`src/rtl/imc_pkg.sv`:
```
package imc_pkg;
  localparam int WORD_W     = 32;
  localparam int LVL_W      = 4;
  localparam int CPU_SEL_W  = 4;
  localparam int STRIDE_SH  = 2;
  localparam int CPU_BASE   = 8;
  localparam int SOFT_BASE  = 16;
  localparam int MASK_ALL   = 31;

  localparam int A_SYS_PEND = 0;
  localparam int A_MASK     = 1;
  localparam int A_MASK_EN  = 2;
  localparam int A_MASK_DIS = 3;
  localparam int A_TARGET   = 4;

  localparam int W_PEND  = 0;
  localparam int W_DROP  = 1;
  localparam int W_RAISE = 2;

  localparam logic [WORD_W-1:0] SRC_VALID  = 32'h787F_FFFF;
  localparam logic [WORD_W-1:0] SOFT_FIELD = 32'hFFFE_0000;

  typedef enum logic [2:0] {
    RD_ZERO,
    RD_SYSPEND,
    RD_MASK,
    RD_TARGET,
    RD_SOFT
  } rd_sel_e;

  typedef struct packed {
    logic                 maskDis;
    logic                 maskEn;
    logic                 tgtWr;
    logic                 softRaise;
    logic                 softDrop;
    logic                 rdEn;
    rd_sel_e              rdSel;
    logic [CPU_SEL_W-1:0] cpuSel;
  } imc_strobe_t;

  function automatic logic [LVL_W-1:0] srcLevel(input int unsigned bitIdx);
    logic [LVL_W-1:0] lvl;
    if (bitIdx <= 13) begin
      case (bitIdx % 7)
        0: lvl = 4'd2;
        1: lvl = 4'd3;
        2: lvl = 4'd5;
        3: lvl = 4'd7;
        4: lvl = 4'd9;
        5: lvl = 4'd11;
        default: lvl = 4'd13;
      endcase
    end else begin
      case (bitIdx)
        14, 15: lvl = 4'd12;
        16: lvl = 4'd13;
        17: lvl = 4'd6;
        18: lvl = 4'd10;
        19: lvl = 4'd4;
        20: lvl = 4'd8;
        21: lvl = 4'd9;
        22: lvl = 4'd11;
        27, 28, 29, 30: lvl = 4'd15;
        default: lvl = 4'd0;
      endcase
    end
    return lvl;
  endfunction
endpackage

```
`src/rtl/imc_ctrl.sv`:
```
module imc_ctrl
  import imc_pkg::*;
#(
  parameter int NCPU   = 4,
  parameter int ADDR_W = 5
) (
  input  logic              busWr,
  input  logic              busRd,
  input  logic [ADDR_W-1:0] busAddr,
  output imc_strobe_t       strb
);
  localparam logic [ADDR_W-1:0] BASE_A = ADDR_W'(CPU_BASE);

  logic [ADDR_W-1:0] offs;
  logic [ADDR_W-1:0] cpuIdx;
  logic [1:0]        wordSel;

  assign offs    = busAddr - BASE_A;
  assign cpuIdx  = offs >> STRIDE_SH;
  assign wordSel = offs[1:0];

  always_comb begin
    strb        = '0;
    strb.rdSel  = RD_ZERO;
    strb.rdEn   = busRd;
    if (busAddr < BASE_A) begin
      case (int'(busAddr))
        A_SYS_PEND: strb.rdSel = RD_SYSPEND;
        A_MASK:     strb.rdSel = RD_MASK;
        A_MASK_EN:  strb.maskEn = busWr;
        A_MASK_DIS: strb.maskDis = busWr;
        A_TARGET: begin
          strb.rdSel = RD_TARGET;
          strb.tgtWr = busWr;
        end
        default: strb.rdSel = RD_ZERO;
      endcase
    end else if (int'(cpuIdx) < NCPU) begin
      strb.cpuSel = CPU_SEL_W'(cpuIdx);
      case (int'(wordSel))
        W_PEND:  strb.rdSel = RD_SOFT;
        W_DROP:  strb.softDrop = busWr;
        W_RAISE: strb.softRaise = busWr;
        default: strb.rdSel = RD_ZERO;
      endcase
    end
  end
endmodule

```
`src/rtl/imc_regs.sv`:
```
module imc_regs
  import imc_pkg::*;
#(
  parameter int NCPU  = 4,
  parameter int TGT_W = 2
) (
  input  logic                         clk,
  input  logic                         rstN,
  input  imc_strobe_t                  strb,
  input  logic [WORD_W-1:0]            wrData,
  input  logic [WORD_W-1:0]            srcIn,
  output logic [WORD_W-1:0]            maskQ,
  output logic [TGT_W-1:0]             tgtQ,
  output logic [NCPU-1:0][WORD_W-1:0]  softQ,
  output logic [WORD_W-1:0]            sysPendQ,
  output logic [WORD_W-1:0]            rdData
);
  logic [WORD_W-1:0] softSel;
  logic [WORD_W-1:0] rdNext;
  logic [WORD_W-1:0] softBits;

  assign softBits = wrData & SOFT_FIELD;

  always_comb begin
    softSel = '0;
    for (int c = 0; c < NCPU; c++) begin
      if (strb.cpuSel == CPU_SEL_W'(c)) softSel = softQ[c];
    end
  end

  always_comb begin
    case (strb.rdSel)
      RD_SYSPEND: rdNext = sysPendQ;
      RD_MASK:    rdNext = maskQ;
      RD_TARGET:  rdNext = WORD_W'(tgtQ);
      RD_SOFT:    rdNext = softSel;
      default:    rdNext = '0;
    endcase
  end

  always_ff @(posedge clk) begin
    if (!rstN) begin
      maskQ    <= '1;
      tgtQ     <= '0;
      softQ    <= '0;
      sysPendQ <= '0;
      rdData   <= '0;
    end else begin
      sysPendQ <= srcIn & SRC_VALID;
      if (strb.maskDis)     maskQ <= maskQ | wrData;
      else if (strb.maskEn) maskQ <= maskQ & ~wrData;
      if (strb.tgtWr && (wrData < WORD_W'(NCPU))) tgtQ <= wrData[TGT_W-1:0];
      for (int c = 0; c < NCPU; c++) begin
        if (strb.cpuSel == CPU_SEL_W'(c)) begin
          if (strb.softRaise)     softQ[c] <= softQ[c] | softBits;
          else if (strb.softDrop) softQ[c] <= softQ[c] & ~softBits;
        end
      end
      rdData <= strb.rdEn ? rdNext : '0;
    end
  end
endmodule

```
`src/rtl/imc_prio.sv`:
```
module imc_prio
  import imc_pkg::*;
#(
  parameter int NCPU  = 4,
  parameter int TGT_W = 2
) (
  input  logic                        clk,
  input  logic                        rstN,
  input  logic [WORD_W-1:0]           srcIn,
  input  logic [WORD_W-1:0]           maskQ,
  input  logic [TGT_W-1:0]            tgtQ,
  input  logic [NCPU-1:0][WORD_W-1:0] softQ,
  input  logic [NCPU-1:0]             cpuTimer,
  output logic [NCPU*LVL_W-1:0]       levelQ
);
  localparam logic [LVL_W-1:0] TIMER_LVL = 4'd14;

  logic [LVL_W-1:0] sysLvl;

  always_comb begin
    sysLvl = '0;
    for (int b = 0; b < MASK_ALL; b++) begin
      if (srcIn[b] && !maskQ[b] && !maskQ[MASK_ALL] && (srcLevel(b) > sysLvl))
        sysLvl = srcLevel(b);
    end
  end

  for (genvar c = 0; c < NCPU; c++) begin : g_cpu
    logic [LVL_W-1:0] bestLvl;

    always_comb begin
      bestLvl = '0;
      for (int n = 1; n < 16; n++) begin
        if (softQ[c][SOFT_BASE+n]) bestLvl = LVL_W'(n);
      end
      if (cpuTimer[c] && (TIMER_LVL > bestLvl)) bestLvl = TIMER_LVL;
      if ((tgtQ == TGT_W'(c)) && (sysLvl > bestLvl)) bestLvl = sysLvl;
    end

    always_ff @(posedge clk) begin
      if (!rstN) levelQ[c*LVL_W +: LVL_W] <= '0;
      else       levelQ[c*LVL_W +: LVL_W] <= bestLvl;
    end
  end
endmodule

```
`src/rtl/mp_irq_mask_ctrl.sv`:
```
module mp_irq_mask_ctrl
  import imc_pkg::*;
#(
  parameter int NCPU   = 4,
  parameter int ADDR_W = 5
) (
  input  logic                    clk,
  input  logic                    rstN,
  input  logic                    busWr,
  input  logic                    busRd,
  input  logic [ADDR_W-1:0]       busAddr,
  input  logic [31:0]             busWrData,
  output logic [31:0]             busRdData,
  input  logic [31:0]             srcIn,
  input  logic [NCPU-1:0]         cpuTimer,
  output logic [NCPU*4-1:0]       irqLevel
);
  localparam int TGT_W = (NCPU > 1) ? $clog2(NCPU) : 1;

  imc_strobe_t                  strb;
  logic [WORD_W-1:0]            maskQ;
  logic [TGT_W-1:0]             tgtQ;
  logic [NCPU-1:0][WORD_W-1:0]  softQ;
  logic [WORD_W-1:0]            sysPendQ;

  imc_ctrl #(.NCPU(NCPU), .ADDR_W(ADDR_W)) u_ctrl (
    .busWr  (busWr),
    .busRd  (busRd),
    .busAddr(busAddr),
    .strb   (strb)
  );

  imc_regs #(.NCPU(NCPU), .TGT_W(TGT_W)) u_regs (
    .clk     (clk),
    .rstN    (rstN),
    .strb    (strb),
    .wrData  (busWrData),
    .srcIn   (srcIn),
    .maskQ   (maskQ),
    .tgtQ    (tgtQ),
    .softQ   (softQ),
    .sysPendQ(sysPendQ),
    .rdData  (busRdData)
  );

  imc_prio #(.NCPU(NCPU), .TGT_W(TGT_W)) u_prio (
    .clk     (clk),
    .rstN    (rstN),
    .srcIn   (srcIn),
    .maskQ   (maskQ),
    .tgtQ    (tgtQ),
    .softQ   (softQ),
    .cpuTimer(cpuTimer),
    .levelQ  (irqLevel)
  );
endmodule

```
`config.mk`:
```
export PLATFORM = sky130hd
export DESIGN_NAME = mp_irq_mask_ctrl
export DESIGN_NICKNAME = d
export VERILOG_FILES = /design/src/rtl/imc_pkg.sv /design/src/rtl/imc_ctrl.sv /design/src/rtl/imc_regs.sv /design/src/rtl/imc_prio.sv /design/src/rtl/mp_irq_mask_ctrl.sv
export SDC_FILE = /design/constraint.sdc
export NUM_CORES = 1
export LEC_CHECK = 0
export BUFFER_PORTS_ARGS = -buffer_cell sky130_fd_sc_hd__buf_2
export CAP_MARGIN = 0
export CORE_ASPECT_RATIO = 0.5
export CORE_MARGIN = 5
export CORE_UTILIZATION = 50
export CTS_BUF_LIST = sky130_fd_sc_hd__clkbuf_2 sky130_fd_sc_hd__clkbuf_4 sky130_fd_sc_hd__clkbuf_8
export DETAILED_ROUTE_END_ITERATION = 8
export GPL_ROUTABILITY_DRIVEN = 0
export HOLD_SLACK_MARGIN = 0.15
export PLACE_DENSITY_LB_ADDON = 0.1
export SETUP_SLACK_MARGIN = 0.05
export SYNTH_ARGS = -nofsm -noshare
export SYNTH_HDL_FRONTEND = slang
export SYNTH_SLANG_ARGS = --single-unit
```
`constraint.sdc`:
```
create_clock -name clk -period 5.93 [get_ports clk]
set_input_delay 0 -clock clk [delete_from_list [all_inputs] [get_ports clk]]
set_output_delay 0 -clock clk [all_outputs]
set_load 0.02 [all_outputs]
```
==> summary.md <==
| Metric | Value |
|---|---|
| Antenna viol nets, final | 0 |
| Syn nets | 1,193 |
| TritonCTS clock tree | built |
| Standard cell with the maximum stage delay on the critical path | sky130_fd_sc_hd__dfxtp_1 |
| Library cell occupying the most area in the post-synthesis netlist | sky130_fd_sc_hd__dfxtp_1 |
| Num Clock Sinks | 169 |
| Pre-CTS setup slack | 1730 ps |
| Compound-Gate Fraction of Synth Area | 20.5% |
| XOR/XNOR Fraction of Synth Area | 0.210% |
| Number of core rows | 33 |
| Fraction of synthesis flops using an asynchronous set or reset pin | 0% |
| H-tree depth | 4 |
| Number of enable-type register cells in the synthesized netlist | 0 |
| Rel. slew slack | 28.8% |
| Power density over the cells | 220 mW/mm2 |
| Number of buffers created by CTS | 17 |
| Worst hold path depth | 6 |
| Total via count in the routed design | 8,715 |
| Tightest Pin Transition | 1060 ps |
| Fmax | 229 MHz |
| Dpl hpwl | 18,800 um |
| Final min period | 4360 ps |
| Clk pwr share | 38.5% |
| Initial core utilization | 51.0% |
| Via count of the first global-routing pass | 7,930 |
| Post-Synth Adder-Cell Area | 2.70% |
| Layer with the highest usage | met2 |
| Leading cell type by number of instances after synthesis | sky130_fd_sc_hd__nand2_1 |
| Clk buf depth | 2 |
| Unrepaired setup endpoints after global routing | false |
| Worst clock skew on the final layout | 16.4 ps |
| Global-route wire length before repair | 43,300 um |
| Pre-antenna DRT Iters | 5 |
| Combinational group share of total power | 10.5% |
| Sequential fraction of the synthesis area | 40.6% |
| Total Nets Final | 1,351 |
| GRT Total Usage | 28.6% |
| Top cells by instance count after synthesis | 235 x sky130_fd_sc_hd__nand2_1, 169 x sky130_fd_sc_hd__dfxtp_1, 126 x sky130_fd_sc_hd__nand3_1, 97 x sky130_fd_sc_hd__nor2_1, 82 x sky130_fd_sc_hd__a21oi_1 |
| Count of mapped cells out of synthesis | 1,098 |
| Insertion delay of the later-clocked pin in the worst-skew pair | 460 ps |
| Syn Std Cell Area | 0.00834 mm2 |
| Final hold slack | 194 ps |
| Cell chain of the critical path | inv_1 > a22oi_1 > o31a_4 > a211oi_2 > o221ai_2 > nand2_1 > ha_1 > nor2b_1 > o21a_1 > o21a_1 > o2111ai_1 > inv_1 > a2111oi_0 > a311oi_1 |
| Type of the worst min-delay path | input pin to flip-flop |
| Total wirelength of the detailed-routed design | 28,100 um |
| Met2 track demand over resource | 44.7% |
| Fraction of synthesized cell area taken by the top area cell type | 40.6% |
| Number of port buffers | 119 |
| Reg-to-reg critical path endpoint | u_prio.levelQ[8] |
| DRC violation total after the first TritonRoute iteration | 894 |
| Residual DRC | 0 |
| Boundary pin count | 125 |
| Switching part of the total power | 26.8% |
| Met1 demand-to-capacity share in global routing | 39.1% |
| Final setup violating endpoints | 0 |
| Launch instance of the worst min-delay path | busAddr[4] |
| Final hold viol count | 0 |
| Number of violations of the max-capacitance limit | 0 |
| Worst IR Drop VDD | 0.134 mV |
| Arr. time, crit path | 4650 ps |
| Critical path class | flip-flop to flip-flop |
| Worst EP required | 6220 ps |
| Most used DFF post-synth | sky130_fd_sc_hd__dfxtp_1 |
| Static leakage | 0.00396 uW |
| Count of instances resized after the clock tree is built | 0 |
| Per-instance average area after synthesis | 7.60 um2 |
| Proportion of power drawn by flip-flops and latches | 51.0% |
| Met3 routing resource usage after global routing | 6.99% |
| Fill count | 1,422 |
| Total instance count after detailed placement | 1,382 |
| Synth warnings | 0 |
| CP Max Fanout | 18 |
| Multiplexer area fraction after synthesis | 0.240% |
| Main combinational cell family by area after synthesis | simple AND/OR/NAND/NOR gates |
| Antenna violations before repair | 0 |
| Biggest area contributors in the synthesized netlist | sky130_fd_sc_hd__dfxtp_1 41%, sky130_fd_sc_hd__nand2_1 11%, sky130_fd_sc_hd__nand3_1 7.6%, sky130_fd_sc_hd__a21oi_1 4.9%, sky130_fd_sc_hd__nor2_1 4.4% |
| Simple-gate area share of the yosys netlist | 30.2% |
| Area added between synthesis and finish | 23.3% |
| Number of cell instances on the worst register-to-register path | 14 |
| Total internal power | 1660 uW |
| Share of post-route cells with drive strength above 1 | 15.9% |
| Ratio of routed vias to standard cells | 5.83 |
| Pin count of the biggest net entering global routing | 87 |
| Pins over their slew limit | 0 |
| Switching power | 607 uW |
| Residual overflow from global routing | 0 |
| Core area | 0.0164 mm2 |
| Longest individual stage delay on the worst path | 740 ps |
| Worst min-delay path endpoint | u_regs.rdData[0] |
| Clock input transition at the sequential cells of the worst setup and hold paths | 90 ps |
| DIE HEIGHT | 101 um |
| Flop2flop setup slack | 1570 ps |
| Outcome | finished, final reports clean |
| Die W | 193 um |
| Element type at the critical path end | flip-flop |
| Final period util | 73.5% |
| CTS root buffer | sky130_fd_sc_hd__clkbuf_8 |
| Antenna Cells | 0 |
| Final instance count without filler cells | 1,494 |
| Setup tns final | 0 ps |
| Launching element type of the critical path | flip-flop |
| Number of distinct standard cells referenced by the synthesized netlist | 69 |
| Slack of the critical path | 1570 ps |
| Wire per inst | 18.8 um |
| Area of the die | 0.0195 mm2 |
| Number of synthesized register bits | 169 |
-- cells in the final DEF, fill, tap and decap left out, drive strengths merged, types with 9 or more instances in the layout --
cell	synthesis	layout
a31oi	18	18
nor3	12	12
nor2b	15	15
nor4	11	11
a211oi	11	11
and2	16	16
nand3	126	126
a21oi	82	82
dfxtp	169	169
nor2	97	97
a221oi	18	18
clkbuf	73	17
inv	32	36
nand2	235	235
ha	18	18
nand2b	9	9
a22oi	23	23
dlygate4sd3	0	82
o21ai	17	17
buf	7	137
a222oi	10	10
-- worst max-delay path by stage --
stage | startpoint | slack (ps) | cells after the start | endpoint
after floorplan | flip-flop | 2360 | 14 | u_prio.levelQ[12]
after global placement | flip-flop | 1810 | 14 | u_prio.levelQ[8]
after detailed placement | flip-flop | 1730 | 14 | u_prio.levelQ[8]
after CTS | flip-flop | 1690 | 14 | u_prio.levelQ[8]
after global routing | flip-flop | 1210 | 14 | u_prio.levelQ[8]
final | flip-flop | 1570 | 14 | u_prio.levelQ[8]
-- final cells by class --
type	count	area, um2	share of cell area, %
Clock inverter	13	170	1.65
Tap cell	227	284	2.76
Inverter	32	120	1.17
Multi-Input combinational cell	817	4540	44.1
Sequential cell	169	3380	32.9
Timing Repair Buffer	219	1550	15.1
Clock buffer	17	234	2.28
-- critical path, delay by kind of cell, from the launching register on --
| family | cells | cell delay [ps] |
|---|---|---|
| compound gates | 9 | 2360 |
| flops | 1 | 740 |
| simple gates | 2 | 380 |
| fa+ha+maj | 1 | 370 |
| buf+inv | 2 | 340 |
-- power groups by stage --
| stage | Sequential, uW | Clock, uW | Combinational, uW |
|---|---|---|---|
| after global placement | 1180 | 0 | 193 |
| final | 1150 | 871 | 237 |
| after detailed placement | 1180 | 0 | 196 |
| after CTS | 1150 | 880 | 231 |
| after global routing | 1160 | 933 | 253 |
| after floorplan | 1190 | 0 | 104 |
-- stage by stage --
stage,area [um2],power [uW],util [%]
after floorplan,8340,1290,-
after global placement,9060,1370,55.4
final,10300,2260,62.9
after CTS,10300,2270,62.9
after detailed placement,9060,1380,55.4
after global routing,10300,2340,62.9
-- cell families (layout without fill, tap and decap cells) --
group,Yosys count,in the layout
AND/OR/NAND/NOR,553,553
AO/OA/AOI/OAI,242,242
flip-flops,169,169
buffers and inverters,112,281
adder cells (fa/ha/maj),18,18
XOR/XNOR,2,2
multiplexers,2,2
-- per-layer routing --
layer,wire [um],share of wire [%],vias up
li1,-,-,4182
met1,12300,44,4122
met2,12600,45,363
met4,681,2.4,0
met3,2570,9.1,48
met5,0,0,-
-- what timing repair did --
item / 4_1_cts / 5_1_grt
hold buffers: 82 / 0
buffers inserted: 0 / 0
hold endpoints to repair: 135 / 0
(Power assumes the default switching activity.)
